### src/rtl/arbpt_pkg.sv
package arbpt_pkg;
  localparam logic [1:0] TR_IDLE   = 2'd0;
  localparam logic [1:0] TR_BUSY   = 2'd1;
  localparam logic [1:0] TR_NONSEQ = 2'd2;
  localparam logic [1:0] TR_SEQ    = 2'd3;

  localparam logic [2:0] BU_SINGLE = 3'd0;
  localparam logic [2:0] BU_INCR   = 3'd1;
endpackage

### src/rtl/arbpt_beat_trk.sv
module arbpt_beat_trk #(
  parameter int CNT_W = 8
) (
  input  logic         clk_i,
  input  logic         rst_ni,
  input  logic         adv_i,
  input  logic         first_i,
  input  logic         flush_i,
  input  logic         brk_i,
  output logic [CNT_W:0] idx_o
);
  localparam logic [CNT_W:0] CNT_MAX = {1'b0, {CNT_W{1'b1}}};

  logic [CNT_W-1:0] cnt_q, cnt_d;

  // index of the beat completing now, 1-based
  assign idx_o = first_i ? (CNT_W+1)'(1) : {1'b0, cnt_q} + (CNT_W+1)'(1);

  always_comb begin
    cnt_d = cnt_q;
    if (adv_i) begin
      if (brk_i)                cnt_d = '0;
      else if (idx_o > CNT_MAX) cnt_d = CNT_MAX[CNT_W-1:0];
      else                      cnt_d = idx_o[CNT_W-1:0];
    end else if (flush_i) begin
      cnt_d = '0;
    end
  end

  always_ff @(posedge clk_i or negedge rst_ni) begin
    if (!rst_ni) cnt_q <= '0;
    else         cnt_q <= cnt_d;
  end

  p_break_clears_r5: assert property (@(posedge clk_i) disable iff (!rst_ni)
    adv_i && brk_i |=> idx_o == (CNT_W+1)'(1));
  p_hold_no_adv_r4: assert property (@(posedge clk_i) disable iff (!rst_ni)
    !adv_i && !flush_i |=> $stable(cnt_q));
endmodule

### src/rtl/arbpt_slot_tmr.sv
module arbpt_slot_tmr #(
  parameter int SLOT_W = 8
) (
  input  logic              clk_i,
  input  logic              rst_ni,
  input  logic              reload_i,
  input  logic [SLOT_W-1:0] slot_cycle_i,
  output logic              expired_o
);
  localparam logic [SLOT_W-1:0] SLOT_RST = {SLOT_W{1'b1}};

  logic [SLOT_W-1:0] cnt_q;

  always_ff @(posedge clk_i or negedge rst_ni) begin
    if (!rst_ni)            cnt_q <= SLOT_RST;
    else if (reload_i)      cnt_q <= slot_cycle_i;
    else if (cnt_q != '0)   cnt_q <= cnt_q - 1'b1;
  end

  assign expired_o = (slot_cycle_i != '0) && (cnt_q == '0);

  p_reload_r7: assert property (@(posedge clk_i) disable iff (!rst_ni)
    reload_i |=> cnt_q == $past(slot_cycle_i));
  p_countdown_r7: assert property (@(posedge clk_i) disable iff (!rst_ni)
    !reload_i && cnt_q != '0 |=> cnt_q == $past(cnt_q) - 1'b1);
  p_disabled_r8: assert property (@(posedge clk_i) disable iff (!rst_ni)
    slot_cycle_i == '0 |-> !expired_o);
endmodule

### src/rtl/arbpt_bnd_det.sv
module arbpt_bnd_det #(
  parameter int BOUND_BYTES = 1024
) (
  input  logic [$clog2(BOUND_BYTES)-1:0] addr_lo_i,
  input  logic [2:0]                     hsize_i,
  output logic                           cross_o
);
  localparam int B = $clog2(BOUND_BYTES);
  localparam logic [B:0] ONE = (B+1)'(1);

  logic [B:0] nxt;

  // next beat address leaves the current boundary window
  assign nxt     = {1'b0, addr_lo_i} + (ONE << hsize_i);
  assign cross_o = nxt[B];
endmodule

### src/rtl/arbpt_gen.sv
module arbpt_gen
  import arbpt_pkg::*;
#(
  parameter int ADDR_W      = 32,
  parameter int LIM_W       = 3,
  parameter int SLOT_W      = 8,
  parameter int BOUND_BYTES = 1024
) (
  input  logic              clk_i,
  input  logic              rst_ni,
  input  logic [1:0]        htrans_i,
  input  logic [2:0]        hburst_i,
  input  logic [2:0]        hsize_i,
  input  logic [ADDR_W-1:0] haddr_i,
  input  logic              hready_i,
  input  logic [LIM_W-1:0]  burst_lim_i,
  input  logic [SLOT_W-1:0] slot_cycle_i,
  output logic              arb_pt_o
);
  localparam int CNT_W = 1 << LIM_W;
  localparam int B     = $clog2(BOUND_BYTES);

  function automatic logic [CNT_W:0] lim_beats(input logic [LIM_W-1:0] code);
    if (code == LIM_W'(1)) return (CNT_W+1)'(1);
    return (CNT_W+1)'(1) << code;
  endfunction

  function automatic logic [CNT_W:0] fixed_beats(input logic [2:0] bu);
    return (CNT_W+1)'(2) << bu[2:1];
  endfunction

  logic           run_q;
  logic           beat_done, is_idle, is_first;
  logic           slot_exp, bnd_cross;
  logic [CNT_W:0] idx;
  logic           hit_single, hit_fixed, hit_lim, hit_bnd;
  logic           unused_addr;

  assign unused_addr = ^haddr_i[ADDR_W-1:B];

  always_ff @(posedge clk_i or negedge rst_ni) begin
    if (!rst_ni) run_q <= 1'b0;
    else         run_q <= 1'b1;
  end

  assign beat_done = hready_i && (htrans_i == TR_NONSEQ || htrans_i == TR_SEQ);
  assign is_idle   = hready_i && (htrans_i == TR_IDLE);
  assign is_first  = (htrans_i == TR_NONSEQ);

  arbpt_beat_trk #(.CNT_W(CNT_W)) u_beat (
    .clk_i   (clk_i),
    .rst_ni  (rst_ni),
    .adv_i   (beat_done),
    .first_i (is_first),
    .flush_i (is_idle),
    .brk_i   (arb_pt_o),
    .idx_o   (idx)
  );

  arbpt_slot_tmr #(.SLOT_W(SLOT_W)) u_slot (
    .clk_i        (clk_i),
    .rst_ni       (rst_ni),
    .reload_i     (arb_pt_o),
    .slot_cycle_i (slot_cycle_i),
    .expired_o    (slot_exp)
  );

  arbpt_bnd_det #(.BOUND_BYTES(BOUND_BYTES)) u_bnd (
    .addr_lo_i (haddr_i[B-1:0]),
    .hsize_i   (hsize_i),
    .cross_o   (bnd_cross)
  );

  assign hit_single = (hburst_i == BU_SINGLE);
  assign hit_fixed  = (hburst_i[2:1] != 2'b00) && (idx == fixed_beats(hburst_i));
  assign hit_lim    = (hburst_i == BU_INCR) && (burst_lim_i != '0)
                      && (idx == lim_beats(burst_lim_i));
  assign hit_bnd    = (hburst_i == BU_INCR) && bnd_cross;

  assign arb_pt_o = run_q && (is_idle ||
                    (beat_done && (hit_single || hit_fixed || hit_lim || hit_bnd || slot_exp)));

  p_reset_quiet_r1: assert property (@(posedge clk_i)
    !rst_ni |-> !arb_pt_o);
  p_idle_pulse_r2: assert property (@(posedge clk_i) disable iff (!rst_ni)
    run_q && hready_i && htrans_i == TR_IDLE |-> arb_pt_o);
  p_busy_quiet_r2: assert property (@(posedge clk_i) disable iff (!rst_ni)
    htrans_i == TR_BUSY |-> !arb_pt_o);
  p_single_r3: assert property (@(posedge clk_i) disable iff (!rst_ni)
    run_q && beat_done && hburst_i == BU_SINGLE |-> arb_pt_o);
  p_wait_quiet_r7: assert property (@(posedge clk_i) disable iff (!rst_ni)
    !hready_i |-> !arb_pt_o);
  p_nonseq_first_r9: assert property (@(posedge clk_i) disable iff (!rst_ni)
    htrans_i == TR_NONSEQ |-> idx == (CNT_W+1)'(1));
endmodule

### config.mk
export PLATFORM = sky130hd
export DESIGN_NAME = arbpt_gen
export DESIGN_NICKNAME = d
export VERILOG_FILES = /design/src/rtl/arbpt_pkg.sv /design/src/rtl/arbpt_beat_trk.sv /design/src/rtl/arbpt_slot_tmr.sv /design/src/rtl/arbpt_bnd_det.sv /design/src/rtl/arbpt_gen.sv
export SDC_FILE = /design/constraint.sdc
export NUM_CORES = 1
export LEC_CHECK = 0
export ABC_AREA = 1
export BUFFER_PORTS_ARGS = -buffer_cell sky130_fd_sc_hd__buf_2
export CORE_MARGIN = 4
export CORE_UTILIZATION = 46
export CTS_CLUSTER_SIZE = 24
export DETAILED_ROUTE_END_ITERATION = 8
export PLACE_DENSITY = 0.72
export SLEW_MARGIN = 0
export SYNTH_ARGS = -nofsm -noshare
export SYNTH_HDL_FRONTEND = slang
export SYNTH_HIERARCHICAL = 1
export SYNTH_SLANG_ARGS = --single-unit
### constraint.sdc
create_clock -name clk_i -period 4.1 [get_ports clk_i]
set_clock_uncertainty 0.2 [all_clocks]
set_input_delay 0.615 -clock clk_i [delete_from_list [all_inputs] [get_ports clk_i]]
set_output_delay 0.615 -clock clk_i [all_outputs]
set_load 0.1 [all_outputs]
# --- Word-level counts from Yosys, hierarchy flattened ---
# Cells that the tools add are included.
word_totals:
  regBits: 17
  inputBits: 54
  out_inout_bits: 1
  elab_cells: 50
op_classes:
  add_sub_neg: 3
  order_cmp: 1
  n_eq_ne: 6
  shift: 3
  muxes: 10
  reduce_logical: 24
op_table:
  columns: ["cell", "n"]
  rows:
  - ["8-bit 2-to-1 mux", 6]
  - ["9-bit 2-to-1 mux", 3]
  - ["9-bit == test", 2]
  - ["8-bit nonzero test", 2]
  - ["10-bit by 11-bit adder with 11-bit output", 1]
  - ["1-bit by 3-bit << shifter with 11-bit output, first input constant", 1]
  - ["8-bit by 1-bit adder with 9-bit output, second input constant", 1]
  - ["9-bit by 8-bit greater-than comparator with 1-bit output, second input constant", 1]
  - ["1-bit logical AND", 9]
  - ["1-bit by 3-bit << shifter with 9-bit output, first input constant", 1]
  - ["2-bit by 2-bit << shifter with 9-bit output, first input constant", 1]
  - ["8-bit zero test", 1]
  - ["8-bit by 1-bit subtractor with 8-bit output, second input constant", 1]
  - ["3-bit by 1-bit == test with 1-bit output, second input constant", 2]
  - ["1-bit logical OR", 6]
  - ["2-bit nonzero test", 3]
  - ["2-bit == test, second input constant", 2]
  - ["3-bit zero test", 1]
  - ["3-bit nonzero test", 1]
  - ["2-bit zero test", 1]
  - ["1-bit 2-to-1 mux", 1]

# --- Depth between registers and ports, before layout ---
# Gate-level depths: netlist of the first run.
depth:
  word_depth: 13
  mapped_depth: 21
  depth_no_buf: 20

# --- Modules after synthesis ---
# The synthesis of the first run kept the hierarchy.
by_module_without_submodules:
  columns: ["module", "instances", "cells_each", "area_each_um2", "seq_area_each_um2"]
  rows:
  - ["arbpt_slot_tmr", 1, 82, 618.1, 210.2]
  - ["arbpt_beat_trk", 1, 85, 566.8, 200.2]
  - ["arbpt_gen", 1, 83, 411.6, 25.0]
  - ["arbpt_bnd_det", 1, 47, 251.5, 0.0]

# --- Worst setup path after synthesis of the first run ---
# OpenSTA, ideal clock, no wires.
synth_timing:
  path_type: "input to register"
  from: "input port htrans_i[1]"
  to: "register u_beat.cnt_q[3]"
  setup_time_ps: 120
  arrival_time_ps: 3266
  t_required_ps: 3780
  setup_slack_ps: 514
  path_stages: 17
  path_buffers: 0
  path_cell_list: "inv_1 -> nor2_1 -> inv_2 -> nand4_4 -> inv_2 -> nor2_1 -> nand3_2 -> nor2_2 -> nand2_1 -> nor2_2 -> nand2_1 -> nand2_1 -> nand2_1 -> a21oi_2 -> nor2_1 -> nand2_1 -> o21ai_2"
synth_via:
  elab_chain_cells: 13
  word_cells_on_any_way: 23
  classes_between: "order compare (1); eq/ne (4); mux (4); reduce/logical (14)"
synth_rtl:
  columns: ["element", "line", "source"]
  rows:
  - ["start, declared", "arbpt_gen.sv:11", "input logic [1:0] htrans_i,"]
  - ["2-bit == test (*)", "arbpt_gen.sv:48", "assign is_first = (htrans_i == TR_NONSEQ);"]
  - ["named net is_first", "arbpt_gen.sv:33", "logic beat_done, is_idle, is_first;"]
  - ["9-bit 2-to-1 mux (*)", "arbpt_beat_trk.sv:17", "assign idx_o = first_i ? (CNT_W+1)'(1) : {1'b0, cnt_q} + (CNT_W+1)'(1);"]
  - ["named net idx[8]", "arbpt_gen.sv:35", "logic [CNT_W:0] idx;"]
  - ["9-bit == test", "arbpt_gen.sv:75", "assign hit_fixed = (hburst_i[2:1] != 2'b00) && (idx == fixed_beats(hburst_i));"]
  - ["1-bit logical AND", "arbpt_gen.sv:75", null]
  - ["1-bit logical OR", "arbpt_gen.sv:81", "(beat_done && (hit_single || hit_fixed || hit_lim || hit_bnd || slot_exp)));"]
  - ["1-bit logical OR (*) (3 in a row)", "arbpt_gen.sv:81", null]
  - ["1-bit logical AND (*)", "arbpt_gen.sv:81", null]
  - ["1-bit logical OR (*)", "arbpt_gen.sv:80", "assign arb_pt_o = run_q && (is_idle ||"]
  - ["1-bit logical AND (*)", "arbpt_gen.sv:80", null]
  - ["named net arb_pt_o", "arbpt_gen.sv:18", "output logic arb_pt_o"]
  - ["8-bit 2-to-1 mux (*)", "arbpt_beat_trk.sv:22", "if (brk_i) cnt_d = '0;"]
  - ["8-bit 2-to-1 mux (*)", "arbpt_beat_trk.sv:21", "if (adv_i) begin"]
  - ["end signal, assigned", "arbpt_beat_trk.sv:32", "else cnt_q <= cnt_d;"]
  - ["end, declared", "arbpt_beat_trk.sv:14", "logic [CNT_W-1:0] cnt_q, cnt_d;"]
# The timed path passes the listed nets; every way through them passes the cells marked *.
# A chain may end at the register's enable or synchronous reset.

# --- Worst setup path in the final report of the first run ---
layout_timing:
  from: "input port htrans_i[1]"
  to: "output port arb_pt_o"
layout_via:
  elab_chain_cells: 11
  word_cells_on_any_way: 18
  classes_between: "eq/ne (4); mux (1); reduce/logical (13)"
layout_rtl:
  columns: ["element", "line"]
  rows:
  - ["2-bit == test (*)", "arbpt_gen.sv:48"]
  - ["named net is_first", "arbpt_gen.sv:33"]
  - ["9-bit 2-to-1 mux (*)", "arbpt_beat_trk.sv:17"]
  - ["named net idx[8]", "arbpt_gen.sv:35"]
  - ["9-bit == test", "arbpt_gen.sv:75"]
  - ["1-bit logical AND", "arbpt_gen.sv:75"]
  - ["1-bit logical OR", "arbpt_gen.sv:81"]
  - ["1-bit logical OR (*) (3 in a row)", "arbpt_gen.sv:81"]
  - ["1-bit logical AND (*)", "arbpt_gen.sv:81"]
  - ["1-bit logical OR (*)", "arbpt_gen.sv:80"]
  - ["1-bit logical AND (*)", "arbpt_gen.sv:80"]
  - ["end, declared", "arbpt_gen.sv:18"]
# Marks and branches as above.

==> results_dict.tcl, run 1 <==
set metrics [dict create \
    power_density_nw_per_um2 365 \
    postCtsSetupBuffers 0 \
    drc 0 \
    ir_worst_vdd_v 0.000124 \
    cts_sinks 17 \
    synth_area_per_cell_um2 6.22 \
    hold_viol 0 \
    gp_congestion 0.822 \
    clock_path_buffers 2 \
    die_y_um 71.4 \
    crit_path_start "htrans_i[1]" \
    wl_mm 3.80 \
    vias 1783 \
    critPathKind "input pin to output port" \
    critPathCaptureType "output port" \
    stdcell_count 378 \
    final_common_cell "nand2_1" \
    grt_overflow 0 \
    status "complete, no violations" \
    routedWlPerCell_um 10.1 \
    crit_required_ps 3280 \
    max_stage_delay_ps 360 \
    synth_nets 361 \
    syn-cell-area_um2 1850 \
    slew_headroom_pct 64.1 \
    crit_fanout 7 \
    total_leakage_power_nw 1.20 \
    dp.cells 374 \
    drv_slew 0 \
    core_um2 3770 \
    hpwl_mm 3.07 \
    clk_pin_slew_ps 70 \
    worst_slew_pin_slew_ps 537 \
    cap_violations 0 \
    antenna_found_initial 0 \
    hold_buffers 0 \
    grt_max_degree 18 \
    grt_pass1_wl_mm 6.73 \
    fmax_ghz 0.291 \
    cpLargestDelayFamily "simple AND/OR/NAND/NOR gates" \
    num_rows 22 \
    tritoncts "done" \
    drtPass1Iterations 4 \
    finalSetupViolations 0 \
    io_buffers 32 \
    cts_made_buffers 3 \
    crit_chain "buf_2, inv_1, nor2_1, inv_2, nand4_4, inv_2, nor2_1, nand3_2, nor2_2, nand2_1, nor2_2, nand2_1, nand2_1, nand2_1, a21oi_2, buf_12" \
    path_buf_inv 5 \
    yosys_register_bits 17 \
    mostFrequentLayoutCells "nand2_1 (102), inv_1 (50), buf_2 (31)" \
    htreeDepth 1 \
    drive_above_1_share_pct 22.4 \
    final_core_util_pct 55.4 \
    critPathLaunchType "input pin" \
    synth-warning-count 6 \
    total_power_w 0.000763 \
    nets 395 \
    arrival_ps 2620 \
    cts_resized 0 \
    diodes 0 \
    synth_cells 297 \
    drt-initial-drc-count 72 \
    fin_tns_setup_ps 0 \
    clk_latency_ps 250 \
    initial_core_util_pct 49.0 \
    slowest_stage "nor2_1" \
    die_width_um 71.4 \
    r2r-start "u_beat/cnt_q[0]" \
    rsz0062_at_grt "false" \
    fin_crit_ps 3440 \
    viasPerCell 4.72 \
    path_common_cell "nand2_1" \
    grt_pass1_vias 1626 \
    yosysSeqAreaShare_pct 23.6 \
    drtAntennaViolNets 0 \
    syn_to_final_growth_pct 13.1 \
    num_io_pins 55 \
    hold_class "input pin to async pin" \
    timing.final.crit_share_pct 83.8 \
    dieArea_um2 5100 \
    synth_cell_types 30 \
    grt.total_usage_pct 16.0 \
    cts_root_buf "clkbuf_8" \
]
worst register-to-register path: cells and delay by family (launching register included):
family | cells | cell delay, ps
compound gates | 2 | 220
simple gates | 8 | 1200
buf+inv | 3 | 370
flops | 1 | 430
xor+xnor | 1 | 170
fa+ha+maj | 1 | 250
cell type report:
type                       count  area, um^2
timing repair buffer          33         183
sequential                    17         435
tap                           48        60.1
multi-input combinational    220        1160
fill                         377        1680
inverter                      56         210
clock buffer                   4        45.0
through the flow:
step | worst slack [ps] | area (um^2) | hold slack [ps]
floorplan | 514 | 1850 | 119
CTS | 638 | 2090 | 85.7
global placement | 715 | 2050 | 316
global route | 407 | 2090 | 99.5
finish | 664 | 2090 | 81.7
detailed placement | 648 | 2050 | 319
synth_stat cells, drive strengths merged:
master,number,area share [%]
nand2,108,23
inv,56,11
nor2,36,11
nand3,23,7.0
o21ai,17,5.2
ha,10,6.8
dfrtp,9,12
dfstp,8,11
nor3,8,2.2
nand4,7,3.2
a21oi,4,1.3
buf,4,2.4
a31o,1,0.47
conb,1,0.20
nand3b,1,0.41
o21a,1,0.41
o21bai,1,0.41
xnor2,1,0.47
xor2,1,0.47
power by group:
group | total [W] | leakage, nW | internal, W | switching [W]
logic | 0.000341 | 0.973 | 0.000133 | 0.000207
clock network | 0.000126 | 0.0228 | 0.0000690 | 0.0000568
registers | 0.000296 | 0.205 | 0.000245 | 0.0000512
sequential cells by signal, summed over array words and instances (netlist names):
name / cells
u_slot/cnt_q: 8
run_q: 1
u_beat/cnt_q: 8
logic make-up after synthesis:
logic type	after synthesis	synth area share, %
xor gates and xnor gates	2	0.948
other	1	0.203
adders and majority gates	10	6.77
AOI/OAI and AO/OA	24	7.79
and+or+nand+nor	183	46.9
buffers and inverters	60	13.8
DFF	17	23.6
layer usage:
metal / part of all wire [%] / vias up / wire (um) / global-route usage [%]
met4: 0.76 / 0 / 29 / 5.01
met1: 49 / 765 / 1870 / 22.0
met2: 45 / 35 / 1730 / 26.3
met5: 0 / - / 0 / 0
li1: - / 981 / - / -
met3: 4.5 / 2 / 172 / 1.40
final timing paths:
kind	end	slack, ps	depth (start not counted)
setup / recovery	arb_pt_o	660	16
hold / removal	u_beat/cnt_q[2]	80	1
setup reg to reg	u_beat/cnt_q[2]	1200	15
hold reg to reg	u_slot/cnt_q[1]	320	2
max in group asynchronous	u_slot/cnt_q[7]	3300	1
min in group clk_i	u_slot/cnt_q[1]	320	2
Power figures use the tool's default switching activity.
==> run 2: changes to the inputs <==
Settings changed: PLACE_DENSITY 0.72 to 0.75.
Clock period 4.1 ns to 2.8 ns, I/O delays scaled along.
==> results_dict.tcl, run 2 (synthesized netlist as in run 1, its figures left out) <==
set metrics [dict create \
    grt_pass1_vias 1575 \
    max_stage_delay_ps 280 \
    hold_viol 0 \
    cts_made_buffers 3 \
    num_rows 22 \
    antenna_found_initial 0 \
    clk_pin_slew_ps 70 \
    die_width_um 71.4 \
    ir_worst_vdd_v 0.000260 \
    reg.largest.list "u_beat/cnt_q x8, u_slot/cnt_q x8, run_q x1" \
    gp_congestion 0.829 \
    drive_above_1_share_pct 28.8 \
    status "complete, no violations" \
    diodes 0 \
    finalSetupViolations 0 \
    routedWlPerCell_um 10.2 \
    cts_root_buf "clkbuf_8" \
    design_area_um2 2200 \
    r2r_cells 15 \
    crit_fanout 5 \
    total_leakage_power_nw 1.23 \
    r2r_setup_slack_ps 200 \
    drt-initial-drc-count 83 \
    vias 1848 \
    crit_chain "buf_2, inv_2, nor3_1, ha_1, nand2_1, inv_1, nand2_1, nand2_1, nand2_1, nand3_1, a31o_2, a21oi_1, nand2_1, nand2_2, a21oi_4, buf_12" \
    drv_slew 0 \
    clk_latency_ps 250 \
    io_buffers 32 \
    cpLargestDelayFamily "simple AND/OR/NAND/NOR gates" \
    power_density_nw_per_um2 523 \
    slowest_stage "ha_1" \
    cts_sinks 17 \
    grt_pass1_wl_mm 6.45 \
    core_um2 3770 \
    hold_path_depth 3 \
    nets 402 \
    whs_endpoint "u_slot/cnt_q[6]" \
    fmax_ghz 0.357 \
    path_buf_inv 4 \
    total_power_w 0.00115 \
    tritoncts "done" \
    path_common_cell "nand2_1" \
    clock_path_buffers 2 \
    hold_class "input pin to flop" \
    syn_to_final_growth_pct 19.2 \
    crit_required_ps 2180 \
    rsz0062_at_grt "true" \
    dieArea_um2 5100 \
    wl_mm 3.91 \
    fin_tns_setup_ps 0 \
    critPathKind "input pin to output port" \
    die_y_um 71.4 \
    num_io_pins 55 \
    critPathLaunchType "input pin" \
    grt_overflow 0 \
    hold_start "slot_cycle_i[6]" \
    r2r_end "u_slot/cnt_q[7]" \
    whs_ps 155 \
    grt.total_usage_pct 15.4 \
    dpl_cell_area_um2 2100 \
    initial_core_util_pct 49.0 \
    drc 0 \
    cap_violations 0 \
    drtPass1Iterations 4 \
    grt_max_degree 18 \
    final_core_util_pct 58.4 \
    timing.final.crit_share_pct 99.9 \
    viasPerCell 4.80 \
    arrival_ps 2180 \
    r2r-start "u_slot/cnt_q[0]" \
    final_common_cell "nand2_1" \
    htreeDepth 1 \
    hpwl_mm 3.13 \
    mostFrequentLayoutCells "nand2_1 (101), inv_1 (45), buf_2 (31)" \
    critPathCaptureType "output port" \
    fin_crit_ps 2800 \
    drtAntennaViolNets 0 \
]
run 2: cell types whose count changed in the layout (fill, tap and decap cells not counted), moves of 3 or more:
cell,previous run,this run
buf_4,1,7
inv_1,50,45
nor2_1,27,22
inv_2,6,10
nor2_2,4,8
nor3_1,8,4
nor3_2,0,4
o21ai_0,4,1
o21ai_1,10,13
run 2: cell type report:
class	count	area [um^2]
Clock buffer	3	41.3
Clock inverter	1	7.51
Fill cell	362	1570
Inverter	56	213
Multi-Input combinational cell	220	1210
Sequential cell	17	435
Tap cell	48	60.1
Timing Repair Buffer	40	238
run 2: worst max path at each step:
| stage | startpoint | end | depth (start not counted) |
|---|---|---|---|
| floorplan | htrans_i[1] | u_slot/cnt_q[0] | 19 |
| global placement | hsize_i[2] | arb_pt_o | 16 |
| detailed placement | hsize_i[2] | arb_pt_o | 16 |
| CTS | hsize_i[2] | arb_pt_o | 16 |
| global route | u_beat/cnt_q[1] | arb_pt_o | 16 |
| finish | hsize_i[2] | arb_pt_o | 16 |
run 2: power breakdown:
part	total, W	switching (W)	internal [W]
Sequential	0.000432	0.0000731	0.000359
Combinational	0.000530	0.000320	0.000210
Clock	0.000190	0.0000896	0.000100
Total	0.00115	0.000483	0.000669
run 2: through the flow:
step           worst slack, ps  cells
6_report                  1.67    385
5_1_grt                   -149    385
4_1_cts                   4.10    385
3_5_place_dp             -38.3    377
3_3_place_gp             -5.50    377
2_1_floorplan            0.176    297
run 2: worst min-delay path, delay by kind of cell:
family | cells | cell delay [ps]
AND/OR/NAND/NOR | 2 | 90
buffers and inverters | 1 | 100
run 2: metal layers:
| layer | wire length (um) | track usage [%] | share of wire [%] | vias to the layer above |
|---|---|---|---|---|
| met5 | 0 | 0 | 0 | - |
| met4 | 14 | 4.38 | 0.36 | 0 |
| met3 | 144 | 1.26 | 3.7 | 2 |
| met2 | 1860 | 26.1 | 48 | 45 |
| met1 | 1890 | 20.9 | 48 | 802 |
| li1 | - | - | - | 999 |
run 2: timing repair:
item                       4_1_cts  5_1_grt
buffers inserted                 3        0
pin swaps                        5        0
gates resized for setup          9        1
hold endpoints to repair         9        0
hold buffers                     1        0
setup endpoints to repair        1        2
==> run 3: changes to the inputs <==
Settings changed: CELL_PAD_IN_SITES_DETAIL_PLACEMENT set to 0, CELL_PAD_IN_SITES_GLOBAL_PLACEMENT set to 1, CORE_UTILIZATION 46 to 32, PLACE_DENSITY 0.75 to unset, PLACE_DENSITY_LB_ADDON set to 0.1.
==> results_dict.tcl, run 3 (synthesized netlist as in run 1, its figures left out) <==
set metrics [dict create \
    drc 0 \
    clk_latency_ps 260 \
    hpwl_mm 3.55 \
    finalWorstSetupSlack_ps -28.5 \
    hold_viol 0 \
    grt.total_usage_pct 13.4 \
    hold_path_depth 3 \
    routedWlPerCell_um 10.8 \
    path_buf_inv 5 \
    vias 1892 \
    critPathCaptureType "output port" \
    critPathLaunchType "flop" \
    crit_fanout 3 \
    initial_core_util_pct 33.4 \
    nets 424 \
    slowest_stage "dfrtp_1" \
    io_buffers 32 \
    fin_crit_ps 2830 \
    clock_path_buffers 2 \
    drive_above_1_share_pct 37.6 \
    total_leakage_power_nw 1.36 \
    r2r-start "u_beat/cnt_q[0]" \
    path_common_cell "nand2_1" \
    whs_endpoint "u_slot/cnt_q[5]" \
    tritoncts "done" \
    crit_chain "buf_6, nand2_1, nor2_2, nand2_1, nand2_1, nand3_2, inv_2, inv_1, nand4_1, nand2_1, inv_1, nand2_2, nor2_2, nand2_1, nand2_2, nand2_2, a21oi_4, buf_12" \
    drt-initial-drc-count 75 \
    arrival_ps 2210 \
    die_y_um 84.0 \
    critPathKind "flop to output port" \
    dp_slack_ps -57.8 \
    num_io_pins 55 \
    grt_pass1_wl_mm 7.67 \
    grt_max_degree 18 \
    r2r_end "u_beat/cnt_q[6]" \
    final_common_cell "nand2_1" \
    cts_root_buf "clkbuf_8" \
    violations "setup timing" \
    htreeDepth 1 \
    grt_pass1_vias 1730 \
    antenna_found_initial 0 \
    num_rows 27 \
    fin_tns_setup_ps -36.9 \
    gp_congestion 0.759 \
    drv_slew 0 \
    die_width_um 84.0 \
    clk_pin_slew_ps 70 \
    finalSetupViolations 2 \
    syn_to_final_growth_pct 36.7 \
    status "finished, violations left" \
    timing.final.crit_share_pct 101 \
    hold_class "input pin to flop" \
    drtAntennaViolNets 0 \
    worst-path-stages 18 \
    fmax_ghz 0.354 \
    hold_start "slot_cycle_i[5]" \
    cts_made_buffers 3 \
    viasPerCell 4.39 \
    crit_required_ps 2180 \
    cpLargestDelayFamily "simple AND/OR/NAND/NOR gates" \
    grt_overflow 0 \
    rsz0062_at_grt "true" \
    ir_worst_vdd_v 0.000259 \
    cap_violations 0 \
    r2r_cells 21 \
    reg.largest.list "u_beat/cnt_q x8, u_slot/cnt_q x8, run_q x1" \
    dieArea_um2 7060 \
    drtPass1Iterations 4 \
    power_density_nw_per_um2 479 \
    cts_sinks 17 \
    diodes 0 \
    r2r_setup_slack_ps -10 \
    mostFrequentLayoutCells "nand2_1 (98), inv_1 (43), buf_2 (28), buf_4 (28), nor2_1 (22)" \
    max_stage_delay_ps 420 \
    wl_mm 4.65 \
    core_um2 5540 \
]
==> run 3: cell count changes in the layout (fill, tap and decap cells not counted), moves of 3 or more <==
cell and delta:
buf_2 -3, buf_4 +21, buf_6 +4, inv_4 +3
nand2_1 -3, nand3_1 -4, nand3_2 +4, nor3_4 +3
==> run 3: routing by layer <==
| layer | track usage, % | wire length, um | share of wire, % | vias up |
|---|---|---|---|---|
| li1 | - | - | - | 1037 |
| met2 | 21.3 | 2130 | 46 | 35 |
| met3 | 1.48 | 158 | 3.4 | 5 |
| met5 | 0 | 0 | 0 | - |
| met1 | 18.3 | 2290 | 49 | 815 |
| met4 | 5.26 | 73 | 1.6 | 0 |
==> run 3: worst register-to-register path, delay by kind of cell (launching register included) <==
| kind | cells | cell delay, ps |
|---|---|---|
| buf+inv | 12 | 1470 |
| flops | 1 | 420 |
| fa+ha+maj | 1 | 170 |
| simple gates | 8 | 530 |
==> run 3: final cells by class <==
| cell class | instances | area, um^2 |
|---|---|---|
| fillers | 622 | 3010 |
| multi-input cells | 220 | 1310 |
| flip-flops and latches | 17 | 437 |
| repair buffers | 62 | 425 |
| inverters | 56 | 220 |
| well taps | 72 | 90.1 |
| clock buffers | 3 | 41.3 |
| clock inverters | 1 | 5.00 |
==> run 3: what timing repair did <==
item,in CTS,in global routing
resized for setup,9,34
buffers inserted,15,2
hold buffers,1,0
pin swaps,10,11
endpoints found under the setup margin,1,9
endpoints found under the hold margin,9,0
==> run 3: report_power, final <==
part / total [W] / switching (W) / internal [W]
clock: 0.000193 / 0.0000941 / 0.0000991
combinational: 0.000583 / 0.000338 / 0.000246
sequential: 0.000435 / 0.0000760 / 0.000359
total: 0.00121 / 0.000508 / 0.000703
==> run 3: worst max-delay path by stage <==
| stage | from | endpoint |
|---|---|---|
| finish | u_beat/cnt_q[0] | arb_pt_o |
| floorplan | htrans_i[1] | u_slot/cnt_q[0] |
| CTS | u_beat/cnt_q[0] | arb_pt_o |
| global placement | hsize_i[0] | arb_pt_o |
| global route | u_beat/cnt_q[0] | arb_pt_o |
| detailed placement | hsize_i[2] | arb_pt_o |
==> run 3: metrics by stage <==
step | hold WS, ps | cell area [um^2] | power (W) | util (%) | cells
after detailed placement | 179 | 2190 | 0.000963 | 39.5 | 409
after CTS | 155 | 2380 | 0.00118 | 43.0 | 429
after floorplan | -75.6 | 1880 | 0.000830 | - | 297
after global routing | 159 | 2530 | 0.00133 | 45.6 | 431
final | 165 | 2530 | 0.00121 | 45.6 | 431
after global placement | 186 | 2190 | 0.000964 | 39.5 | 409
